**src/rtl/fmt_pkg.sv**
```systemverilog
package fmt_pkg;

  localparam int POS_W = 6;

  typedef struct packed {
    logic             fall;
    logic             rise;
    logic             frameStart;
    logic             isRight;
    logic [POS_W-1:0] pos;
  } fmtStrobe_t;

  function automatic logic modeIsMaster(input logic [2:0] m);
    return m[2:1] != 2'b11;
  endfunction

  function automatic logic modeIsI2s(input logic [2:0] m);
    return m[2] & m[0];
  endfunction

endpackage

```
**src/rtl/fmt_ctrl.sv**
```systemverilog
module fmt_ctrl import fmt_pkg::*; #(
  parameter int SLOT_BITS = 32
) (
  input  logic       clk,
  input  logic       rstN,
  input  logic [2:0] mode,
  input  logic       bitTick,
  input  logic       bclkIn,
  input  logic       lrclkIn,
  output logic       bclkOut,
  output logic       lrclkOut,
  output fmtStrobe_t stb
);

  localparam logic [POS_W-1:0] LAST_POS = POS_W'(SLOT_BITS - 1);
  localparam logic [POS_W-1:0] MAX_POS  = '1;

  logic isMaster, isI2s;
  logic [1:0] bSync, lSync;
  logic bPrev, lrPrev;
  logic fall, rise, lrEdge;
  logic [POS_W-1:0] posReg, posNext;
  logic rightReg, rightNext;

  assign isMaster = modeIsMaster(mode);
  assign isI2s    = modeIsI2s(mode);

  always_comb begin
    fall      = isMaster ? (bitTick & bclkOut)  : (bPrev & ~bSync[1]);
    rise      = isMaster ? (bitTick & ~bclkOut) : (~bPrev & bSync[1]);
    lrEdge    = lSync[1] ^ lrPrev;
    posNext   = posReg;
    rightNext = rightReg;
    if (isMaster) begin
      if (posReg >= LAST_POS) begin
        posNext   = '0;
        rightNext = ~rightReg;
      end else begin
        posNext = posReg + 1'b1;
      end
    end else if (lrEdge) begin
      posNext   = '0;
      rightNext = lSync[1] ^ ~isI2s;
    end else if (posReg != MAX_POS) begin
      posNext = posReg + 1'b1;
    end
  end

  assign stb.fall       = fall;
  assign stb.rise       = rise;
  assign stb.frameStart = fall & ~rightNext & (posNext == '0);
  assign stb.isRight    = fall ? rightNext : rightReg;
  assign stb.pos        = fall ? posNext : posReg;

  always_ff @(posedge clk or negedge rstN) begin
    if (!rstN) begin
      bSync    <= '0;
      lSync    <= '0;
      bPrev    <= 1'b0;
      lrPrev   <= 1'b0;
      posReg   <= LAST_POS;
      rightReg <= 1'b1;
      bclkOut  <= 1'b0;
      lrclkOut <= 1'b0;
    end else begin
      bSync <= {bSync[0], bclkIn};
      lSync <= {lSync[0], lrclkIn};
      bPrev <= bSync[1];
      if (!isMaster && fall) lrPrev <= lSync[1];
      if (fall) begin
        posReg   <= posNext;
        rightReg <= rightNext;
      end
      if (isMaster) begin
        if (bitTick) bclkOut <= ~bclkOut;
        if (fall)    lrclkOut <= rightNext ^ ~isI2s;
      end else begin
        bclkOut  <= 1'b0;
        lrclkOut <= 1'b0;
      end
    end
  end

  // a generated slot never runs past its last position
  assert_master_slot_R1: assert property (@(posedge clk) disable iff (!rstN)
    (isMaster && fall) |-> (stb.pos <= LAST_POS));

  // generated word clock moves only with a falling bit clock
  assert_lr_on_fall_R2: assert property (@(posedge clk) disable iff (!rstN)
    (isMaster && !fall) |=> $stable(lrclkOut));

  // clock outputs idle while timed from outside
  assert_slave_idle_R11: assert property (@(posedge clk) disable iff (!rstN)
    !isMaster |=> (!bclkOut && !lrclkOut));

  // never a rise and a fall in one cycle
  assert_one_edge_R1: assert property (@(posedge clk) disable iff (!rstN)
    $onehot0({stb.fall, stb.rise}));

endmodule

```
**src/rtl/fmt_datapath.sv**
```systemverilog
module fmt_datapath import fmt_pkg::*; #(
  parameter int SAMPLE_W  = 24,
  parameter int SLOT_BITS = 32
) (
  input  logic                clk,
  input  logic                rstN,
  input  logic [2:0]          mode,
  input  fmtStrobe_t          stb,
  input  logic [SAMPLE_W-1:0] leftIn,
  input  logic [SAMPLE_W-1:0] rightIn,
  input  logic                errHold,
  input  logic                unlock,
  input  logic                auxIn,
  output logic                sdOut,
  output logic [SAMPLE_W-1:0] auxLeft,
  output logic [SAMPLE_W-1:0] auxRight,
  output logic                auxValid
);

  localparam int IDX_W = $clog2(SAMPLE_W);

  logic isMaster, isI2s;
  logic [SAMPLE_W-1:0] pairL, pairR, nextL, nextR, word;
  logic [SAMPLE_W-1:0] auxBufL, auxBufR;
  logic [POS_W-1:0] fieldStart, fieldWidth, off, auxStart, auxOff;
  logic [IDX_W-1:0] bitIdx, auxIdx;
  logic inField, inAux, bitVal, auxBit;
  logic [1:0] auxSync;

  assign isMaster = modeIsMaster(mode);
  assign isI2s    = modeIsI2s(mode);

  always_comb begin
    case (mode)
      3'd0:    begin fieldWidth = POS_W'(SAMPLE_W - 8); fieldStart = POS_W'(SLOT_BITS - SAMPLE_W + 8); end
      3'd1:    begin fieldWidth = POS_W'(SAMPLE_W - 6); fieldStart = POS_W'(SLOT_BITS - SAMPLE_W + 6); end
      3'd2:    begin fieldWidth = POS_W'(SAMPLE_W - 4); fieldStart = POS_W'(SLOT_BITS - SAMPLE_W + 4); end
      3'd3:    begin fieldWidth = POS_W'(SAMPLE_W);     fieldStart = POS_W'(SLOT_BITS - SAMPLE_W);     end
      3'd5,
      3'd7:    begin fieldWidth = POS_W'(SAMPLE_W);     fieldStart = POS_W'(1);                        end
      default: begin fieldWidth = POS_W'(SAMPLE_W);     fieldStart = '0;                               end
    endcase
  end

  always_comb begin
    if (unlock)       begin nextL = '0;    nextR = '0;      end
    else if (errHold) begin nextL = pairL; nextR = pairR;   end
    else              begin nextL = leftIn; nextR = rightIn; end
  end

  assign word    = stb.frameStart ? nextL : (stb.isRight ? pairR : pairL);
  assign off     = stb.pos - fieldStart;
  assign inField = (stb.pos >= fieldStart) && (off < fieldWidth);
  assign bitIdx  = IDX_W'(SAMPLE_W - 1) - IDX_W'(off);
  assign bitVal  = inField ? word[bitIdx] : 1'b0;

  assign auxStart = isI2s ? POS_W'(1) : '0;
  assign auxOff   = stb.pos - auxStart;
  assign inAux    = (stb.pos >= auxStart) && (auxOff < POS_W'(SAMPLE_W));
  assign auxIdx   = IDX_W'(SAMPLE_W - 1) - IDX_W'(auxOff);
  assign auxBit   = isMaster ? auxIn : auxSync[1];

  always_ff @(posedge clk or negedge rstN) begin
    if (!rstN) begin
      pairL    <= '0;
      pairR    <= '0;
      sdOut    <= 1'b0;
      auxSync  <= '0;
      auxBufL  <= '0;
      auxBufR  <= '0;
      auxLeft  <= '0;
      auxRight <= '0;
      auxValid <= 1'b0;
    end else begin
      auxSync <= {auxSync[0], auxIn};
      if (stb.frameStart) begin
        pairL    <= nextL;
        pairR    <= nextR;
        auxLeft  <= auxBufL;
        auxRight <= auxBufR;
      end
      auxValid <= stb.frameStart;
      if (stb.fall) sdOut <= bitVal;
      if (stb.rise && inAux) begin
        if (stb.isRight) auxBufR[auxIdx] <= auxBit;
        else             auxBufL[auxIdx] <= auxBit;
      end
    end
  end

  // data line moves only with a falling bit clock
  assert_data_on_fall_R3: assert property (@(posedge clk) disable iff (!rstN)
    !stb.fall |=> $stable(sdOut));

  // a held error keeps the stored pair
  assert_hold_on_error_R8: assert property (@(posedge clk) disable iff (!rstN)
    (stb.frameStart && errHold && !unlock) |=> ($stable(pairL) && $stable(pairR)));

  // lock loss clears the pair
  assert_zero_on_unlock_R9: assert property (@(posedge clk) disable iff (!rstN)
    (stb.frameStart && unlock) |=> (pairL == '0 && pairR == '0));

  // auxiliary strobe lasts one cycle
  assert_aux_pulse_R10: assert property (@(posedge clk) disable iff (!rstN)
    auxValid |=> !auxValid);

endmodule

```
**src/rtl/audio_serial_fmt.sv**
```systemverilog
module audio_serial_fmt import fmt_pkg::*; #(
  parameter int SAMPLE_W  = 24,
  parameter int SLOT_BITS = 32
) (
  input  logic                clk,
  input  logic                rstN,
  input  logic [2:0]          mode,
  input  logic                bitTick,
  input  logic [SAMPLE_W-1:0] leftIn,
  input  logic [SAMPLE_W-1:0] rightIn,
  input  logic                errHold,
  input  logic                unlock,
  input  logic                bclkIn,
  input  logic                lrclkIn,
  input  logic                auxIn,
  output logic                bclkOut,
  output logic                lrclkOut,
  output logic                sdOut,
  output logic [SAMPLE_W-1:0] auxLeft,
  output logic [SAMPLE_W-1:0] auxRight,
  output logic                auxValid
);

  fmtStrobe_t stb;

  fmt_ctrl #(.SLOT_BITS(SLOT_BITS)) u_ctrl (
    .clk(clk), .rstN(rstN), .mode(mode), .bitTick(bitTick),
    .bclkIn(bclkIn), .lrclkIn(lrclkIn),
    .bclkOut(bclkOut), .lrclkOut(lrclkOut), .stb(stb)
  );

  fmt_datapath #(.SAMPLE_W(SAMPLE_W), .SLOT_BITS(SLOT_BITS)) u_data (
    .clk(clk), .rstN(rstN), .mode(mode), .stb(stb),
    .leftIn(leftIn), .rightIn(rightIn), .errHold(errHold), .unlock(unlock),
    .auxIn(auxIn), .sdOut(sdOut), .auxLeft(auxLeft), .auxRight(auxRight),
    .auxValid(auxValid)
  );

endmodule

```
**config.mk**
```make
export PLATFORM = sky130hd
export DESIGN_NAME = audio_serial_fmt
export DESIGN_NICKNAME = d
export VERILOG_FILES = /design/src/rtl/fmt_pkg.sv /design/src/rtl/fmt_ctrl.sv /design/src/rtl/fmt_datapath.sv /design/src/rtl/audio_serial_fmt.sv
export SDC_FILE = /design/constraint.sdc
export NUM_CORES = 1
export LEC_CHECK = 0
export ABC_CLOCK_PERIOD_IN_PS = 6000
export CAP_MARGIN = 10
export CORE_UTILIZATION = 33
export CTS_CLUSTER_DIAMETER = 200
export DETAILED_ROUTE_END_ITERATION = 6
export GPL_ROUTABILITY_DRIVEN = 1
export GPL_TIMING_DRIVEN = 0
export HOLD_SLACK_MARGIN = 0.02
export PLACE_DENSITY = 0.53
export SYNTH_ARGS = -nofsm -noshare
export SYNTH_HDL_FRONTEND = slang
export SYNTH_HIERARCHICAL = 1
export SYNTH_SLANG_ARGS = --single-unit
```
**constraint.sdc**
```tcl
create_clock -name clk -period 6 [get_ports clk]
set_input_delay 1.2 -clock clk [delete_from_list [all_inputs] [get_ports clk]]
set_output_delay 1.2 -clock clk [all_outputs]
set_load 0.005 [all_outputs]
```
# After elaboration in Yosys (flattened, before gate mapping)
# Index checks and enable logic that the tools add are counted.
[word_totals] wordCells=101 regBits=163 output_inout_bits=52
[op_classes] n_lt_le_gt_ge=8 n_reduce_logical=12 muxes=32 n_bitwise=17 add_sub_neg=5 n_eq_ne=10
[op_table] operator="two-way mux 24 bit" n=6
[op_table] operator="bitwise mux 24 bit" n=2
[op_table] operator="two-way mux 6 bit" n=5
[op_table] operator="case mux 5 bit (5 select lines)" n=1
[op_table] operator="two-way mux 1 bit" n=15
[op_table] operator="< comparator 5 x 6 -> 1 bit, second input constant" n=2
[op_table] operator="case mux 4 bit (3 select lines)" n=1
[op_table] operator="subtractor 5 bit, first input constant" n=2
[op_table] operator="AND 1 bit" n=7
[op_table] operator="NOT 1 bit" n=7
[op_table] operator="adder 6 x 1 -> 6 bit, second input constant" n=1
[op_table] operator="equality test 3 x 2 -> 1 bit, second input constant" n=2
[op_table] operator="equality test 3 bit, second input constant" n=2
[op_table] operator=">= comparator 6 x 5 -> 1 bit" n=1
[op_table] operator=">= comparator 6 x 5 -> 1 bit, second input constant" n=1
[op_table] operator=">= comparator 6 bit" n=1
[op_table] operator="logical NOT 6 bit" n=1
[op_table] operator="< comparator 6 x 5 -> 1 bit" n=1
[op_table] operator="< comparator 6 x 5 -> 1 bit, second input constant" n=1
[op_table] operator="!= test 2 bit, second input constant" n=3
[op_table] operator="!= test 6 bit, second input constant" n=1
[op_table] operator="AND reduction 2 bit" n=3
[op_table] operator="subtractor 6 x 5 -> 6 bit" n=1
[op_table] operator="subtractor 6 bit" n=1
[op_table] operator="10 further kinds" n=16

# Logic depth before layout (Yosys ltp)
[logic_depth] word_depth=12 ltp_mapped=19 mapped_depth_nobuf=18

# By module
# The synthesis kept the hierarchy.
[by_module_without_submodules] mod="fmt_datapath" area_per_inst_um2=7268.2 n_inst=1 seq_area_each_um2=3703.6 cells_per_inst=597
[by_module_without_submodules] mod="fmt_ctrl" area_per_inst_um2=1028.5 n_inst=1 seq_area_each_um2=382.9 cells_per_inst=105

# Worst setup path before layout
# Ideal clock, no wire load.
[synth_path] path_kind="input port to flip-flop" startpoint="input port mode[1]" endpoint="register u_data.sdOut" slack_ps=1416 n_path_buf=2 required_ps=5899 t_arrival_ps=4483 stages=17 path_cell_list="and2_4 > buf_6 > o21a_4 > nor2_1 > nand2_1 > o21ai_0 > inv_1 > ha_1 > inv_1 > fa_1 > clkbuf_1 > or4b_2 > a21oi_1 > o21ai_0 > o311ai_0 > o31ai_1 > o32ai_1"
[synth_rtl] item="start, declared" line="audio_serial_fmt.sv:7" rtl="input logic [2:0] mode,"
[synth_rtl] item="end signal, assigned" line="fmt_datapath.sv:83" rtl="if (stb.fall) sdOut <= bitVal;"
[synth_rtl] item="end, declared" line="fmt_datapath.sv:14" rtl="output logic sdOut,"

==> run metrics <==
status finished clean; worst slew pin tran 1.16 ns; Detail Placement HPWL 15.3 mm; kind of critical path input pin to register; Num CTS Buffers 17; largest net degree at the start of global routing 88; Routed met2 length 10.2 mm; Max FO, Critical Path 12; GRT overflow 0; ANT cells 0; Clock Latency Late Sink 0.43 ns; fin area 10500 um^2; P&R area growth vs syn 26.5%; Yosys reg bits 163; Final Max Slew Viols 0; Clk pin slew, worst setup/hold paths 0.08 ns; pwr dens 421 nW/um^2; Max Clock Freq 177 MHz; Worst Hold Class register to register; FILL cells 2361; placed cell area 9850 um^2; Clock Tree Root clkbuf_16; Cell Area, Synth 8300 um^2; RSZ-0062 raised after global routing no; Leak 4.54 nW; final clock skew 0.0241 ns; Mean Syn Cell Area 11.8 um^2; worst r2r path cells 15; Worst R2R Start u_ctrl/posReg[1]; dominant cell type by area after synthesis dfrtp_1; DIE WIDTH 161 um; H-tree Lvls 4; initial antenna violation count 0; synth top area cells dfrtp_1 (47%), mux2_2 (13%), mux2i_1 (5.1%), a22o_1 (2.6%), nand2_1 (2.5%); Routed Antenna Nets 0; Final min period 5.64 ns; post-synthesis cell type count 75; FF/Latch Area 4090 um^2; Multi-input gate area 3940 um^2; Async S/R FF share, synth 1.00; register area share after synthesis 0.493; Via density 5.22; CTS tree yes; layout net count 906; Top FF cell, synth dfrtp_1; crit share post-route 0.939; Ports 111; Hold Path Origin u_data/auxSync[0]; hold_buf cts 0; TritonCTS sink count 163; CP required 6.33 ns; crit start category input pin; drt drc 0; commonest cells in the synthesized netlist dfrtp_1 (157), mux2_2 (99), nand2_1 (56); YS warnings 6; top-count cell post-synth dfrtp_1; Hold WS 0.361 ns; top layer in use met4; Avg WL per Cell 18.7 um; WL final 21.9 mm; Die Area 25800 um^2; global-route wire length before repair 35.3 mm; vias 6121; number of synthesized flops with an enable pin 0; starting density of the core 0.339; wire length on met1 10.7 mm; fraction of layout instances using a drive strength above 1 0.217; Critical Path Start mode[1]; GRT Total Usage 0.176; final setup fails 0; Routed met3 length 757 um; number of global-route vias before repair 6123; area of the core 24500 um^2; row count 57; Arr. time, crit path 5.97 ns; chip height 161 um; DRT Pass-1 Iters 5; CP Capture Type register; Cells after DPL 1139; Iteration-0 DRC Markers 304; total of max-cap violations 0; TNS Setup 0 ns; IO Port Bufs 110; Slew headroom 0.217; Yosys top cell area share 0.474; Non-Filler Instances 1173; final core area utilization 0.429; worst hold stages 0; Peak VDD IR 0.196 mV; Net Count, Synth 772; Final Hold Fails 0; CTS max path bufs 2; routability-driven placement congestion ratio 0.800; Cells after Synth 702
registers in the layout, indices dropped and copies added, names as in the netlist:
| signal | flops |
|---|---|
| u_data/pairL | 24 |
| u_data/auxRight | 24 |
| u_ctrl/bSync | 2 |
| u_data/auxLeft | 24 |
| u_data/auxSync | 2 |
| u_data/sdOut | 1 |
| u_ctrl/lSync | 2 |
| u_ctrl/rightReg | 1 |
| u_data/pairR | 24 |
| u_data/auxBufR | 24 |
| u_data/auxBufL | 24 |
| u_ctrl/lrclkOut | 1 |
| u_ctrl/bclkOut | 1 |
| u_ctrl/bPrev | 1 |
| u_data/auxValid | 1 |
| u_ctrl/posReg | 6 |
| u_ctrl/lrPrev | 1 |
layout make-up:
type / instances / share of cell area
Sequential cell: 163 / 0.389
Multi-Input combinational cell: 473 / 0.375
Inverter: 19 / 0.00680
Clock buffer: 17 / 0.0405
Timing Repair Buffer: 115 / 0.110
Buffer: 47 / 0.0205
Tap cell: 324 / 0.0386
Clock inverter: 15 / 0.0190
kinds of logic (layout without fill, tap and decap cells):
group | Yosys count | after routing | synth area share
AOI/OAI and AO/OA | 161 | 161 | 0.151
and+or+nand+nor | 146 | 146 | 0.0950
muxes | 146 | 146 | 0.199
xor gates and xnor gates | 9 | 9 | 0.0104
DFF | 163 | 163 | 0.493
buffers and inverters | 66 | 213 | 0.0345
adders and majority gates | 11 | 11 | 0.0175
metrics by stage:
| stage | power, W | worst slack, ns |
|---|---|---|
| 2_1_floorplan | 0.00270 | 1.42 |
| 6_report | 0.00442 | 0.363 |
| 3_5_place_dp | 0.00330 | -0.654 |
| 4_1_cts | 0.00445 | 0.163 |
| 5_1_grt | 0.00470 | 0.0464 |
| 3_3_place_gp | 0.00329 | -3.33 |
final timing paths:
kind                                      endpoint  slack, ns
worst max register to register  u_data/auxBufR[20]       1.25
worst min-delay path             u_data/auxSync[1]       0.36
worst max-delay path                  u_data/sdOut       0.36
min in group asynchronous         u_data/pairR[21]       0.69
worst min register to register   u_data/auxSync[1]       0.36
max in group asynchronous       u_data/auxBufR[23]       4.45
critical path, cell delays in order:
cell	delay (ns)
clkdlybuf4s50_1	0.67
and2_4	0.30
buf_6	0.12
o21a_4	0.24
o21ai_0	0.17
o21ai_0	0.14
inv_1	0.10
ha_1	0.18
inv_1	0.06
fa_1	0.44
xnor2_2	0.48
clkinv_1	0.45
ha_1	0.41
a21oi_1	0.17
o21ai_0	0.10
o311ai_0	0.33
o31ai_1	0.13
o32ai_1	0.26
power by group:
group	switching [W]	internal (W)	leakage, nW
clock	0.000545	0.000574	0.300
combinational	0.000875	0.000812	2.15
sequential	0.000207	0.00140	2.09
total	0.00163	0.00279	4.54
timing repair:
| action | CTS | global route |
|---|---|---|
| pin swaps | 0 | 0 |
| gates resized for setup | 1 | 2 |
| setup endpoints to repair | 1 | 9 |
| setup buffers | 0 | 0 |
metal layers:
metal,global-route usage,vias up
met5,0,-
met1,0.251,3063
li1,-,2908
met4,0.0433,0
met2,0.277,134
met3,0.0289,16
cell usage in the layout, fill, tap and decap left out, types with 7 or more instances in the layout:
cell type and instances:
inv_1 15, a22o_1 25, mux2i_1 42, clkdlybuf4s50_1 108, nor3_1 13, nor4_1 9, nor2_1 17, buf_2 8
o221ai_1 12, ha_1 10, nand2_1 56, a22oi_1 23, clkbuf_1 28, o2bb2ai_1 23, nand2b_1 7, mux2_2 99
a21oi_1 21, dfrtp_1 157, o21ai_0 10, clkbuf_16 17, nor2b_1 12
Power figures use the tool's default switching activity.
